## src/rtl/eth_rxaf_pkg.sv

```systemverilog
// Package: shared reason codes and the per-octet CRC step used for hashing.
// Assumes octets are folded in least significant bit first.
package eth_rxaf_pkg;

    typedef enum logic [2:0] {
        RSN_NONE    = 3'd0,
        RSN_EXACT   = 3'd1,
        RSN_BCAST   = 3'd2,
        RSN_IHASH   = 3'd3,
        RSN_GHASH   = 3'd4,
        RSN_PROMISC = 3'd5
    } rsn_e;

    localparam logic [31:0] CRC_POLY_REFL = 32'hEDB88320;
    localparam logic [31:0] CRC_SEED      = 32'hFFFFFFFF;

    // Fold one octet into a reflected CRC-32 register.
    function automatic logic [31:0] crc_octet(input logic [31:0] c, input logic [7:0] d);
        logic [31:0] r;
        r = c;
        for (int b = 0; b < 8; b++) begin
            if (r[0] ^ d[b]) r = (r >> 1) ^ CRC_POLY_REFL;
            else             r = r >> 1;
        end
        return r;
    endfunction

endpackage

```

## src/rtl/daf_cfg_regs.sv

```systemverilog
// Module: configuration store for the address filter.
// Holds the station address, both hash tables and two control bits.
// Assumes the table is exactly two register words wide and the address
// is wider than one word but no wider than two.
module daf_cfg_regs #(
    parameter int ADDR_BYTES = 6,
    parameter int HASH_W     = 6,
    parameter int REG_W      = 32
) (
    input  logic                       clk,
    input  logic                       rst_n,
    input  logic                       cfg_we,
    input  logic [2:0]                 cfg_addr,
    input  logic [REG_W-1:0]           cfg_wdata,
    output logic [8*ADDR_BYTES-1:0]    station_o,
    output logic [(1<<HASH_W)-1:0]     ihash_o,
    output logic [(1<<HASH_W)-1:0]     ghash_o,
    output logic                       promisc_o,
    output logic                       bcrej_o
);
    localparam int AW = 8 * ADDR_BYTES;
    localparam int TW = 1 << HASH_W;

    logic unused_hi_bits;
    assign unused_hi_bits = ^cfg_wdata[REG_W-1:AW-REG_W];

    // Register writes, one word per access.
    always_ff @(posedge clk) begin
        if (!rst_n) begin
            station_o <= '0;
            ihash_o   <= '0;
            ghash_o   <= '0;
            promisc_o <= 1'b0;
            bcrej_o   <= 1'b0;
        end else if (cfg_we) begin
            case (cfg_addr)
                3'd0: station_o[REG_W-1:0]  <= cfg_wdata;
                3'd1: station_o[AW-1:REG_W] <= cfg_wdata[AW-REG_W-1:0];
                3'd2: ihash_o[REG_W-1:0]    <= cfg_wdata;
                3'd3: ihash_o[TW-1:REG_W]   <= cfg_wdata[TW-REG_W-1:0];
                3'd4: ghash_o[REG_W-1:0]    <= cfg_wdata;
                3'd5: ghash_o[TW-1:REG_W]   <= cfg_wdata[TW-REG_W-1:0];
                3'd6: begin
                    promisc_o <= cfg_wdata[0];
                    bcrej_o   <= cfg_wdata[1];
                end
                default: ;
            endcase
        end
    end
endmodule

```

## src/rtl/daf_addr_capture.sv

```systemverilog
// Module: assembles the destination address from the octet stream and
// computes the CRC hash index alongside it. It flags the cycle in which
// the final octet is present, and in that cycle it offers the complete
// address and index without a register in between.
// Assumes ADDR_BYTES >= 2.
module daf_addr_capture
    import eth_rxaf_pkg::*;
#(
    parameter int ADDR_BYTES = 6,
    parameter int HASH_W     = 6
) (
    input  logic                    clk,
    input  logic                    rst_n,
    input  logic                    rx_sof,
    input  logic                    rx_vld,
    input  logic [7:0]              rx_byte,
    output logic                    last_o,
    output logic [8*ADDR_BYTES-1:0] addr_o,
    output logic [HASH_W-1:0]       idx_o
);
    localparam int AW    = 8 * ADDR_BYTES;
    localparam int CNT_W = $clog2(ADDR_BYTES + 1);
    localparam logic [CNT_W-1:0] LAST_CNT = CNT_W'(ADDR_BYTES - 1);
    localparam logic [CNT_W-1:0] FULL_CNT = CNT_W'(ADDR_BYTES);

    logic [CNT_W-1:0] cnt_q;
    logic [AW-1:0]    addr_q;
    logic [31:0]      crc_q;
    logic             take_first, take_more, in_frame;
    logic [31:0]      crc_nxt;
    logic [AW-1:0]    addr_nxt;

    // Decide which octets belong to the address, then form the next shift and CRC values.
    always_comb begin
        in_frame   = (cnt_q != '0) && (cnt_q < FULL_CNT);
        take_first = rx_vld && rx_sof;
        take_more  = rx_vld && !rx_sof && in_frame;
        crc_nxt    = crc_octet(take_first ? CRC_SEED : crc_q, rx_byte);
        addr_nxt   = take_first ? {{(AW-8){1'b0}}, rx_byte} : {addr_q[AW-9:0], rx_byte};
        last_o     = take_more && (cnt_q == LAST_CNT);
        addr_o     = addr_nxt;
        idx_o      = crc_nxt[31 -: HASH_W];
    end

    // Octet counter, address shift register and running CRC.
    always_ff @(posedge clk) begin
        if (!rst_n) begin
            cnt_q  <= '0;
            addr_q <= '0;
            crc_q  <= CRC_SEED;
        end else if (take_first || take_more) begin
            cnt_q  <= take_first ? CNT_W'(1) : cnt_q + CNT_W'(1);
            addr_q <= addr_nxt;
            crc_q  <= crc_nxt;
        end
    end


    cnt_range_chk: assert property (@(posedge clk) disable iff (!rst_n)
        cnt_q <= FULL_CNT);


    last_needs_frame_chk: assert property (@(posedge clk) disable iff (!rst_n)
        last_o |-> (cnt_q != '0) && !rx_sof);
endmodule

```

## src/rtl/daf_decide.sv

```systemverilog
// Module: applies the acceptance rules in priority order and registers the
// result. The order is promiscuous, exact station match, broadcast, then
// the hash table that the group bit selects. Assumes its inputs are valid
// in the cycle where last_i is high.
module daf_decide
    import eth_rxaf_pkg::*;
#(
    parameter int ADDR_BYTES = 6,
    parameter int HASH_W     = 6
) (
    input  logic                       clk,
    input  logic                       rst_n,
    input  logic                       last_i,
    input  logic [8*ADDR_BYTES-1:0]    addr_i,
    input  logic [HASH_W-1:0]          idx_i,
    input  logic [8*ADDR_BYTES-1:0]    station_i,
    input  logic [(1<<HASH_W)-1:0]     ihash_i,
    input  logic [(1<<HASH_W)-1:0]     ghash_i,
    input  logic                       promisc_i,
    input  logic                       bcrej_i,
    output logic                       dec_valid_o,
    output logic                       dec_accept_o,
    output rsn_e                       dec_reason_o
);
    localparam int AW = 8 * ADDR_BYTES;

    rsn_e rsn_d;
    logic is_bcast, group_bit;

    // Rule evaluation in priority order.
    always_comb begin
        is_bcast  = &addr_i;
        group_bit = addr_i[AW-8];
        if (promisc_i)                rsn_d = RSN_PROMISC;
        else if (addr_i == station_i) rsn_d = RSN_EXACT;
        else if (is_bcast)            rsn_d = bcrej_i ? RSN_NONE : RSN_BCAST;
        else if (group_bit)           rsn_d = ghash_i[idx_i] ? RSN_GHASH : RSN_NONE;
        else                          rsn_d = ihash_i[idx_i] ? RSN_IHASH : RSN_NONE;
    end

    // Decision register; the outputs stay at zero except in the strobe cycle.
    always_ff @(posedge clk) begin
        if (!rst_n) begin
            dec_valid_o  <= 1'b0;
            dec_accept_o <= 1'b0;
            dec_reason_o <= RSN_NONE;
        end else begin
            dec_valid_o  <= last_i;
            dec_accept_o <= last_i && (rsn_d != RSN_NONE);
            dec_reason_o <= last_i ? rsn_d : RSN_NONE;
        end
    end


    valid_follows_last_chk: assert property (@(posedge clk) disable iff (!rst_n)
        dec_valid_o |-> $past(last_i));


    promisc_wins_chk: assert property (@(posedge clk) disable iff (!rst_n)
        last_i && promisc_i |=> dec_accept_o && dec_reason_o == RSN_PROMISC);


    idle_quiet_chk: assert property (@(posedge clk) disable iff (!rst_n)
        !dec_valid_o |-> !dec_accept_o && dec_reason_o == RSN_NONE);


    accept_code_chk: assert property (@(posedge clk) disable iff (!rst_n)
        dec_valid_o |-> dec_accept_o == (dec_reason_o != RSN_NONE));
endmodule

```

## src/rtl/eth_rx_addr_filter.sv

```systemverilog
// Module: top of the receive destination address filter. It ties the
// configuration store, the address capture and the decision stage together.
// Assumes the default sizes: a six-octet address, a 64-entry table and
// 32-bit register words.
module eth_rx_addr_filter
    import eth_rxaf_pkg::*;
#(
    parameter int ADDR_BYTES = 6,
    parameter int HASH_W     = 6,
    parameter int REG_W      = 32
) (
    input  logic             clk,
    input  logic             rst_n,
    input  logic             rx_sof,
    input  logic             rx_vld,
    input  logic [7:0]       rx_byte,
    input  logic             cfg_we,
    input  logic [2:0]       cfg_addr,
    input  logic [REG_W-1:0] cfg_wdata,
    output logic             dec_valid,
    output logic             dec_accept,
    output logic [2:0]       dec_reason
);
    localparam int AW = 8 * ADDR_BYTES;
    localparam int TW = 1 << HASH_W;

    logic [AW-1:0]     station, cap_addr;
    logic [TW-1:0]     ihash, ghash;
    logic              promisc, bcrej, cap_last;
    logic [HASH_W-1:0] cap_idx;
    rsn_e              reason;

    daf_cfg_regs #(.ADDR_BYTES(ADDR_BYTES), .HASH_W(HASH_W), .REG_W(REG_W)) u_regs (
        .clk(clk), .rst_n(rst_n), .cfg_we(cfg_we), .cfg_addr(cfg_addr),
        .cfg_wdata(cfg_wdata), .station_o(station), .ihash_o(ihash),
        .ghash_o(ghash), .promisc_o(promisc), .bcrej_o(bcrej)
    );

    daf_addr_capture #(.ADDR_BYTES(ADDR_BYTES), .HASH_W(HASH_W)) u_cap (
        .clk(clk), .rst_n(rst_n), .rx_sof(rx_sof), .rx_vld(rx_vld),
        .rx_byte(rx_byte), .last_o(cap_last), .addr_o(cap_addr), .idx_o(cap_idx)
    );

    daf_decide #(.ADDR_BYTES(ADDR_BYTES), .HASH_W(HASH_W)) u_dec (
        .clk(clk), .rst_n(rst_n), .last_i(cap_last), .addr_i(cap_addr),
        .idx_i(cap_idx), .station_i(station), .ihash_i(ihash), .ghash_i(ghash),
        .promisc_i(promisc), .bcrej_i(bcrej), .dec_valid_o(dec_valid),
        .dec_accept_o(dec_accept), .dec_reason_o(reason)
    );

    assign dec_reason = reason;


    single_strobe_chk: assert property (@(posedge clk) disable iff (!rst_n)
        dec_valid |=> !dec_valid);
endmodule

```

## config.mk

```make
export PLATFORM = sky130hd
export DESIGN_NAME = eth_rx_addr_filter
export DESIGN_NICKNAME = d
export VERILOG_FILES = /design/src/rtl/eth_rxaf_pkg.sv /design/src/rtl/daf_cfg_regs.sv /design/src/rtl/daf_addr_capture.sv /design/src/rtl/daf_decide.sv /design/src/rtl/eth_rx_addr_filter.sv
export SDC_FILE = /design/constraint.sdc
export NUM_CORES = 1
export LEC_CHECK = 0
export BUFFER_PORTS_ARGS = -buffer_cell sky130_fd_sc_hd__buf_2
export CAP_MARGIN = 20
export CELL_PAD_IN_SITES_DETAIL_PLACEMENT = 1
export CELL_PAD_IN_SITES_GLOBAL_PLACEMENT = 1
export CORE_ASPECT_RATIO = 1.2
export CORE_MARGIN = 5
export CORE_UTILIZATION = 47
export DETAILED_ROUTE_END_ITERATION = 6
export PLACE_DENSITY = 0.81
export SLEW_MARGIN = 25
export SYNTH_ARGS = -nofsm -noshare
export SYNTH_HDL_FRONTEND = slang
export SYNTH_SLANG_ARGS = --single-unit
```

## constraint.sdc

```tcl
create_clock -name clk -period 3.9 [get_ports clk]
set_input_delay 0.585 -clock clk [delete_from_list [all_inputs] [get_ports clk]]
set_output_delay 0.585 -clock clk [all_outputs]
set_load 0.005 [all_outputs]
```

# Yosys cells after proc, flatten, opt, wreduce, memory -nomap -nowiden
# Cells that the tools add are included.
# op_classes
n_reduce_logical	20
eq_ne	8
addsub	1
mux	22
bitwise	16
magnitude_cmp	2
# ops
cell	n
2-to-1 mux 32 bit	9
NOT 13 -> 14 bit	8
== test 48 bit	1
2-to-1 mux 48 bit	1
AND reduction 48 bit	1
2-to-1 mux 3 bit	6
AND reduction 2 bit	8
binary-select mux 1 bit (select 6 bit)	2
== test 3 bit (second input constant)	4
XOR 1 bit	8
< comparator 6 x 7 -> 1 bit (second input constant)	1
== test 3 x 2 -> 1 bit (second input constant)	2
logical AND 1 bit	6
nonzero test 3 bit	2
2-to-1 mux 2 bit	2
adder 3 x 1 -> 3 bit (second input constant)	1
== test 3 x 1 -> 1 bit (second input constant)	1
logical NOT 3 bit	1
< comparator 3 bit (second input constant)	1
2-to-1 mux 1 bit	2
logical NOT 1 bit	1
logical OR 1 bit	1
# totals
in_bits	48
reg_bits	258
output_inout_bits	5
elab_cells	83

# Logic depth before layout (Yosys ltp)
# Gate-level depths: netlist (run 1).
# logic_depth
ltp_word	27
depth_mapped	14
depth_no_buf	10

# By module
# A second synthesis (run 1) with hierarchy kept.
# hier_totals
hier_cells	1341
area_unflattened_um2	12574.6
# by_module_without_submodules
mod	area_each_um2	n_inst	seq_area_each_um2	cells_per_inst
daf_cfg_regs	6416.2	1	3563.4	616
daf_addr_capture	4241.6	1	1501.4	535
daf_decide	1916.8	1	100.1	190

# Worst setup path after synthesis (run 1)
# Ideal clock, no wire load.
# synth_path
kind	input port to flip-flop
startpoint	input rx_byte[1]
endpoint	register u_dec.dec_accept_o
n_path_buf	3
path_stages	13
arrival_time_ns	3.151
path_slack_ns	0.624
t_required_ns	3.775
setup_time_ns	0.125
path_cell_list	buf_2 > xor2_2 > and3_1 > or2_1 > buf_4 > xnor3_1 > buf_4 > o221ai_2 > o311ai_2 > a2111oi_4 > a41oi_2 > nor3_1 > o22ai_1
# synth_via
elab_chain_cells	18
word_cells_on_any_way	24
classes_between	eq/ne (1); mux (18); bitwise (2); reduce/logical (3)
# synth_lines
item	line	source
start: declaration	eth_rx_addr_filter.sv:16	input logic [7:0] rx_byte,
XOR 1 bit	eth_rxaf_pkg.sv:22	if (r[0] ^ d[b]) r = (r >> 1) ^ CRC_POLY_REFL;
2-to-1 mux 32 bit (6 in series)	eth_rxaf_pkg.sv:22	
XOR 1 bit	eth_rxaf_pkg.sv:22	
2-to-1 mux 32 bit	eth_rxaf_pkg.sv:22	
binary-select mux 1 bit (select 6 bit), on equally long branches	daf_decide.sv:38, daf_decide.sv:37	
2-to-1 mux 1 bit, on equally long branches	daf_decide.sv:38, daf_decide.sv:37	
2-to-1 mux 2 bit or 2-to-1 mux 3 bit (tied branches)	daf_decide.sv:38, daf_decide.sv:37	
2-to-1 mux 3 bit	daf_decide.sv:37	else if (group_bit) rsn_d = ghash_i[idx_i] ? RSN_GHASH : RSN_NONE;
2-to-1 mux 3 bit	daf_decide.sv:36	else if (is_bcast) rsn_d = bcrej_i ? RSN_NONE : RSN_BCAST;
2-to-1 mux 3 bit *	daf_decide.sv:35	else if (addr_i == station_i) rsn_d = RSN_EXACT;
2-to-1 mux 3 bit *	daf_decide.sv:34	if (promisc_i) rsn_d = RSN_PROMISC;
nonzero test 3 bit *	daf_decide.sv:49	dec_accept_o <= last_i && (rsn_d != RSN_NONE);
logical AND 1 bit *	daf_decide.sv:49	
end signal: assignment	daf_decide.sv:49	
end: declaration	daf_decide.sv:22	output logic dec_accept_o,
# Every way passes the cells marked *; elsewhere a longest branch is shown, timed or not. The select of a mux whose other input is x is not followed.
# A chain may end at the register's enable or synchronous reset.

# Final worst setup path (run 1)
# layout_path
startpoint	register u_cap.crc_q[4]
endpoint	register u_dec.dec_accept_o
# layout_via
elab_chain_cells	21
word_cells_on_any_way	25
classes_between	mux (19); bitwise (4); reduce/logical (2)
# layout_lines
item	line	source
start: declaration	daf_addr_capture.sv:28	logic [31:0] crc_q;
start signal: assignment	daf_addr_capture.sv:54	crc_q <= crc_nxt;
2-to-1 mux 32 bit *	daf_addr_capture.sv:38	crc_nxt = crc_octet(take_first ? CRC_SEED : crc_q, rx_byte);
2-to-1 mux 32 bit * (4 in series)	eth_rxaf_pkg.sv:22	
XOR 1 bit *	eth_rxaf_pkg.sv:22	
2-to-1 mux 32 bit * (2 in series)	eth_rxaf_pkg.sv:22	
NOT 13 -> 14 bit (no line) or 2-to-1 mux 32 bit (tied branches)	-	
2-to-1 mux 32 bit *	eth_rxaf_pkg.sv:22	
NOT 13 -> 14 bit (no line) or 2-to-1 mux 32 bit (tied branches)	-	
2-to-1 mux 32 bit *	eth_rxaf_pkg.sv:22	
binary-select mux 1 bit (select 6 bit), on equally long branches	daf_decide.sv:38, daf_decide.sv:37	
2-to-1 mux 1 bit, on equally long branches	daf_decide.sv:38, daf_decide.sv:37	
2-to-1 mux 2 bit or 2-to-1 mux 3 bit (tied branches)	daf_decide.sv:38, daf_decide.sv:37	
2-to-1 mux 3 bit *	daf_decide.sv:37	
2-to-1 mux 3 bit *	daf_decide.sv:36	
2-to-1 mux 3 bit *	daf_decide.sv:35	
2-to-1 mux 3 bit *	daf_decide.sv:34	
nonzero test 3 bit *	daf_decide.sv:49	
logical AND 1 bit *	daf_decide.sv:49	
# Marks and branches as above.

==> key figures, run 1 <==
Outcome
  – Status: complete, no violations

Global routing
  – Vias in the first global route: between 10k and 15k
  – GRT Total Usage: 29.4%
  – Largest net degree at the start of global routing: around 180
  – First-pass GRT wire length: ~73000 µm
  – Gr ovfl total: 0
  – Initial antenna violation count: 0

Floorplan
  – FP Rows: 66
  – Die H: roughly 190 µm
  – Die area: 31300 µm²
  – Io pins: 53
  – Width of the die: 162 µm
  – Core area: between 20000 and 30000 µm²
  – Effective utilization at floorplan: a little under half

Flow run
  – Max Cap Viol: 0

Setup path
  – CP bufs+invs: 0
  – Worst Setup End Kind: register
  – Setup crit start kind: register
  – CP max-delay cell: xnor3_2
  – Worst path max stage delay: approximately 0.63 ns
  – Crit-path max FO: 21
  – Crit-path cells: xnor2_1, o21ai_0, nand2_4, xnor3_2, o221ai_1, a21oi_1, nor4_1, a41oi_2, nor3_1, o22ai_1
  – Worst Setup Path Type: reg2reg
  – Crit path DAT: 4.00 ns
  – CP delay by family, top: compound AO/OA/AOI/OAI gates
  – Crit path required time: around 4.3 ns

Synthesis
  – Yosys warns: 0
  – Synth Flop Type: dfxtp_1
  – Synth Register Bits: 258
  – Sequential area share after synthesis: roughly two fifths
  – Syn_nets: about 1.7k
  – Mapped Area: 13100 µm²
  – Mapped Cells: ~1.6k
  – Netlist cell types: between 70 and 80
  – Async S/R FF share, synth: 0%
  – Syn avg cell area: 8.03 µm²
  – EDFF count, synth: 0

Clocking
  – # resized after CTS: 0
  – Htree depth: 1
  – CTS tree: done
  – Clk root buf: clkbuf_16
  – Post-CTS Hold Buffers: 0
  – CTS clk-pin slew, worst paths: approximately 0.07 ns
  – CTS Buf Count: 28
  – Clock tree buffer depth: 3
  – Worst skew pair latency: around 0.55 ns
  – Setup bufs post-CTS: 0
  – Total clock sinks: approximately 260

Detailed routing
  – Via-to-Cell Ratio: between 6 and 7
  – Drt initial violations: 717
  – Routed Antenna Nets: 0
  – DRC: 0
  – First drt pass iteration count: 5
  – Total wire length: roughly 46000 µm
  – Vias: approximately 12k
  – Detail-routed net length per standard cell: ~23 µm

STA
  – Setup_tns: 0 ns
  – Worst-Margin Slew: between 0.7 and 0.8 ns
  – Fin. Hold Viols: 0
  – Period utilisation layout: between 90% and 100%
  – Final setup viols: 0
  – RSZ-0062 raised after global routing: false
  – Clock Skew: around 0.012 ns
  – Final slew viol count: 0
  – Fmax: around 280 MHz
  – Slew margin rel.: 47.4%
  – Fin crit period: 3.57 ns

Hold path
  – HP Class: in2reg

Power and ir drop
  – Total chip power: 8.20 mW
  – P_leak: around 5.0 nW
  – Power Density: around 560 nW/µm²
  – Peak supply drop: approximately 0.37 mV

Final layout
  – ANT cells: 0
  – Final Util: a little over half
  – Fill cell count: 3321
  – Fraction of layout cells with a size suffix above 1: a little over a tenth
  – Final Cell Area: approximately 15000 µm²
  – Area delta synth->final: 12.7%
  – Nets: about 1.7k

Placed design
  – Gpl congestion: ~0.91
  – Area after DPL: 13600 µm²
  – I/O Buffers: 52
  – Hpwl dp: approximately 32000 µm
[state kept, by name, indices dropped and copies added, names as in the netlist]
register / cells
u_regs.station_o: 48
u_cap.addr_q: 40
u_cap.cnt_q: 3
u_cap.crc_q: 32
u_regs.ihash_o: 64
u_dec.dec_accept_o: 1
u_regs.bcrej_o: 1
u_regs.ghash_o: 64
u_dec.dec_reason_o: 3
u_regs.promisc_o: 1
u_dec.dec_valid_o: 1
[final cells by class]
class                   instances  area, µm²  share of cell area (%)
clock buffers                  37        826                    5.61
clock inverters                15        263                    1.78
well taps                     340        425                    2.89
flip-flops and latches        258       5160                    35.1
repair buffers                 96        609                    4.14
multi-input cells            1240       7410                    50.3
inverters                       9       33.8                   0.229
[power by group]
part / total, mW / switching, mW / internal, mW
Clock: 3.12 / 1.17 / 1.95
Sequential: 2.82 / 0.0966 / 2.73
Combinational: 2.26 / 1.39 / 0.877
[synthesized netlist by cell type (all sizes together), types with 3 or more instances]
cell	n	area share, %
ha	3	0.29
nor3	15	0.57
o21ai	24	0.92
nand2	464	13
nand4	20	0.96
xnor2	88	6.2
dfxtp	258	40
a31oi	20	0.96
o22ai	15	0.72
nor2b	6	0.29
nor2	103	3.0
clkbuf	87	2.5
a221o	4	0.31
a221oi	17	1.1
nand2b	6	0.29
nand3	43	1.6
a21boi	208	12
inv	9	0.26
nor4	9	0.43
and2	11	0.55
o221ai	21	1.5
nor4bb	16	1.2
o211ai	16	0.92
buf	34	1.4
xnor3	5	0.88
xor2	17	1.3
o32ai	17	1.1
mux2i	18	1.4
o31ai	4	0.23
o311ai	6	0.46
a21oi	34	1.4
[cell families after synthesis]
logic type	after synthesis	share of synthesized area (%)
flops	258	39.5
fa+ha+maj	3	0.287
mux	19	1.55
buf+inv	130	4.16
compound gates	405	23.1
simple gates	703	22.9
xor+xnor	110	8.43
[placed cells by master (no fill, tap or decap), types with 3 or more instances in the layout]
cell type,synthesis,routed
o22ai_1,15,15
inv_1,9,9
clkbuf_16,0,29
buf_2,12,51
xnor2_2,3,6
nand2b_1,6,6
dfxtp_1,258,258
clkbuf_8,0,7
nand2_2,1,3
nor4bb_1,16,16
o211ai_1,16,16
mux2i_1,18,18
nand3_1,43,43
a221o_1,4,4
a31oi_1,20,20
o21ai_0,23,23
nor4_1,9,9
o221ai_1,20,20
xnor3_2,2,3
o31ai_1,4,4
o311ai_1,3,3
a21oi_1,32,32
xnor2_1,84,81
ha_1,3,3
nor2b_1,6,6
bufinv_16,0,7
nor2_2,1,4
a21boi_0,208,208
nand4_1,20,20
nor2_1,102,99
nand2_1,462,460
and2_1,10,10
clkinv_2,0,4
nor3_1,15,13
buf_4,9,43
o32ai_1,17,17
a221oi_1,17,17
xor2_1,15,15
[through the flow]
step	hold slack (ns)	instances	setup WS (ns)
after floorplan	0.434	1628	0.624
after global placement	0.451	1943	0.284
after detailed placement	0.461	1943	0.140
after CTS	0.342	1995	0.371
after global routing	0.358	1995	0.183
final	0.356	1995	0.329
[path summary, 6_finish.rpt]
| path | start | endpoint | slack (ns) | cells after the start |
|---|---|---|---|---|
| worst max-delay path | u_cap.crc_q[4] | u_dec.dec_accept_o | 0.33 | 10 |
| worst min-delay path | cfg_wdata[10] | u_regs.station_o[42] | 0.36 | 3 |
| worst max register to register | u_cap.crc_q[4] | u_dec.dec_accept_o | 0.33 | 10 |
| worst min register to register | u_regs.ghash_o[39] | u_regs.ghash_o[39] | 0.47 | 2 |
[tightest hold or removal path, delay by kind of cell]
family,cells,cell delay (ns)
simple gates,1,0.06
buf+inv,1,0.15
compound gates,1,0.06
[per-layer routing]
metal	vias up	GRT usage (%)	part of all wire, %	routed length, µm
met5	-	0	0	0
met4	0	13.7	5.1	2340
met3	143	3.44	5.2	2390
met2	409	51.7	49	22700
met1	6181	35.8	41	18800
li1	5638	-	-	-
Power figures use the tool's default switching activity.
==> run 2, diff against run 1 <==
--- a/config.mk
+++ b/config.mk
@@ -11,9 +11,9 @@
 export CELL_PAD_IN_SITES_GLOBAL_PLACEMENT = 1
 export CORE_ASPECT_RATIO = 1.2
 export CORE_MARGIN = 5
-export CORE_UTILIZATION = 47
+export CORE_UTILIZATION = 51
 export DETAILED_ROUTE_END_ITERATION = 6
-export PLACE_DENSITY = 0.81
+export PLACE_DENSITY = 0.87
 export SLEW_MARGIN = 25
 export SYNTH_ARGS = -nofsm -noshare
 export SYNTH_HDL_FRONTEND = slang
==> constraint.sdc (replaced) <==
create_clock -name clk -period 4.2 [get_ports clk]
set_input_delay 0.63 -clock clk [delete_from_list [all_inputs] [get_ports clk]]
set_output_delay 0.63 -clock clk [all_outputs]
set_load 0.005 [all_outputs]
==> run 2 against run 1 <==
Core utilization grew 3.0 points. Critical path type unchanged. Critical path depth is the same. Maximum frequency shrank 3.5%.
==> key figures, run 2 (synthesis results as in run 1) <==
Clocking
  – # resized after CTS: 0 (unchanged)
  – Clock tree buffer depth: 3 (unchanged)
  – Htree depth: 1 (unchanged)
  – Clk root buf: clkbuf_16
  – Post-CTS Hold Buffers: 0 (unchanged)
  – Worst skew pair latency: 0.54 ns (about the same)
  – CTS Buf Count: 27 (-3.6%)
  – Setup bufs post-CTS: 0 (unchanged)
  – Total clock sinks: 258 (unchanged)
  – CTS clk-pin slew, worst paths: 0.06 ns (about the same)
  – CTS tree: done

Flow run
  – Max Cap Viol: 0 (unchanged)

Setup path
  – R2R Path End: u_dec.dec_accept_o
  – Worst Setup Path Type: reg2reg
  – Crit-path max FO: 26 (+24%)
  – Crit Reg-Reg Startpoint: u_cap.crc_q[0]
  – Crit path required time: 4.66 ns (+0.33 ns)
  – Setup crit start kind: register
  – CP delay by family, top: XOR/XNOR gates
  – R2r setup slk: 0.50 ns (+0.17 ns)
  – Worst Setup End Kind: register
  – Crit path DAT: 4.16 ns (+0.16 ns)
  – Crit-path cells: xnor2_1, nor2_2, xnor3_1, xnor3_2, buf_4, a221oi_1, o31ai_1, a31oi_1, o41a_1, o22ai_1
  – Reg2reg path depth: 10 (unchanged)
  – CP bufs+invs: 1 (+1)
  – Worst path max stage delay: 0.65 ns (+0.02 ns)
  – CP max-delay cell: xnor3_2

Floorplan
  – Effective utilization at floorplan: 51.5% (+3.5 points)
  – Die area: 28900 µm² (-7.4%)
  – Io pins: 53 (unchanged)
  – Core area: 25400 µm² (-6.9%)
  – FP Rows: 64 (-3.0%)
  – Die H: 185 µm (-3.8%)
  – Width of the die: 156 µm (-3.8%)

Final layout
  – Final std cells w/o fill: 1974 (-1.1%)
  – Fill cell count: 3048 (-8.2%)
  – Nets: 1674 (-0.59%)
  – Commonest non-fill, non-tap cell in the layout: nand2_1
  – Largest regs: u_regs.ghash_o x64, u_regs.ihash_o x64, u_regs.station_o x48
  – Final Cell Area: 14500 µm² (-1.8%)
  – Area of the multi-input gates: 7410 µm² (about the same)
  – Fraction of layout cells with a size suffix above 1: 9.74% (-1.1 points)
  – Total area of sequential cells: 5160 µm² (unchanged)
  – Area delta synth->final: 10.7%
  – Commonest non-fill, non-tap cells in the layout: nand2_1, dfxtp_1, a21boi_0

Global routing
  – Gr ovfl total: 0 (unchanged)
  – GRT Total Usage: 31.4% (+2.0 points)
  – Initial antenna violation count: 1 (+1)
  – Vias in the first global route: 13.0k (-0.054%)
  – Largest net degree at the start of global routing: 107 (-41%)
  – First-pass GRT wire length: 71800 µm (-1.4%)

STA
  – Worst-Margin Slew: 1.08 ns (+0.299 ns)
  – Clock Skew: 0.00985 ns (-0.00206 ns)
  – Slew margin rel.: 27.2% (-20 points)
  – RSZ-0062 raised after global routing: false
  – Setup WS post-layout: 0.501 ns (+0.171 ns)
  – Final slew viol count: 0 (unchanged)
  – Fmax: 270 MHz (-3.5%)
  – Period utilisation layout: 88.1% (-3.5 points)
  – Setup_tns: 0 ns (unchanged)
  – Fin. Hold Viols: 0 (unchanged)
  – Final setup viols: 0 (unchanged)
  – Fin crit period: 3.70 ns (+0.129 ns)

Placed design
  – Hpwl dp: 31600 µm (-0.99%)
  – Place WS: 0.272 ns (+0.132 ns)
  – Area after DPL: 13500 µm² (-0.77%)
  – Placed Cells: 1924 (-0.98%)
  – I/O Buffers: 52 (unchanged)
  – Gpl congestion: 0.909 (-0.55%)

Power and ir drop
  – Internal Pwr Total: 4.81 mW (-13%)
  – Switching power total: 2.40 mW (-9.5%)
  – P_leak: 4.82 nW (-2.8%)
  – Total chip power: 7.21 mW (-12%)
  – Clock power frac: 34.9% (-3.1 points)
  – Sequential power share: 36.4% (+2.0 points)
  – Peak supply drop: 0.391 mV (+4.3%)
  – Combinational power share: 28.7% (+1.1 points)
  – Power Density: 498 nW/µm² (-11%)
  – Sw frac: 33.2% (+0.95 points)

Detailed routing
  – Vias: 12.4k (+0.065%)
  – Drt initial violations: 782 (+9.1%)
  – DRC: 0 (unchanged)
  – Detail-routed net length per standard cell: 23.4 µm (+0.78%)
  – Via-to-Cell Ratio: 6.27 (+1.1%)
  – First drt pass iteration count: 5 (unchanged)
  – Routed Antenna Nets: 0 (unchanged)
  – Total wire length: 46200 µm (-0.28%)

Hold path
  – Worst Hold End: u_regs.ghash_o[16]
  – Hold path startpoint: cfg_wdata[16]
  – Hold-critical path depth: 3 (unchanged)
  – HP Class: in2reg

Outcome
  – Status: complete, no violations
==> run 2: area by class of cell <==
cell class | instances | area share, %
multi-input combinational | 1240 | 51.2
clock buffer | 39 | 5.26
tap | 330 | 2.85
timing repair buffer | 87 | 3.66
antenna | 1 | 0.0173
inverter | 9 | 0.233
clock inverter | 10 | 1.07
sequential | 258 | 35.7
==> run 2: stage by stage <==
stage	hold WS, ns	util, %
finish	0.432	57.0
global route	0.431	57.0
CTS	0.417	56.9
detailed placement	0.461	53.3
global placement	0.450	53.3
floorplan	0.434	-
==> run 2: power groups by stage <==
stage               logic [mW]  clock network (mW)  registers, mW
global placement          1.93                   0           2.67
finish                    2.07                2.52           2.62
floorplan                 1.50                   0           2.63
global route              2.21                2.64           2.63
detailed placement        2.01                   0           2.67
CTS                       2.03                2.54           2.62
==> run 2: worst max-delay path by stage <==
stage | from | endpoint | slack (ns) | cells past startpoint
floorplan | rx_byte[1] | u_dec.dec_accept_o | 0.88 | 13
global placement | rx_sof | u_dec.dec_accept_o | 0.36 | 11
detailed placement | rx_sof | u_dec.dec_accept_o | 0.27 | 11
CTS | u_cap.crc_q[0] | u_dec.dec_accept_o | 0.53 | 10
global route | u_cap.crc_q[0] | u_dec.dec_accept_o | 0.40 | 10
finish | u_cap.crc_q[0] | u_dec.dec_accept_o | 0.50 | 10
==> run 2: per-layer routing <==
layer,GRT usage [%],routed length (µm),vias up
li1,-,-,5630
met5,0,0,-
met3,4.77,2470,179
met4,18.2,3200,0
met1,37.0,18000,6154
met2,54.0,22500,416
==> run 2: worst reg2reg max path, delay by kind of cell (launching register included) <==
kind            cells  cell delay (ns)
simple gates        1             0.28
xor+xnor            3             1.26
compound gates      5             1.16
buf+inv             1             0.36
flops               1             0.55
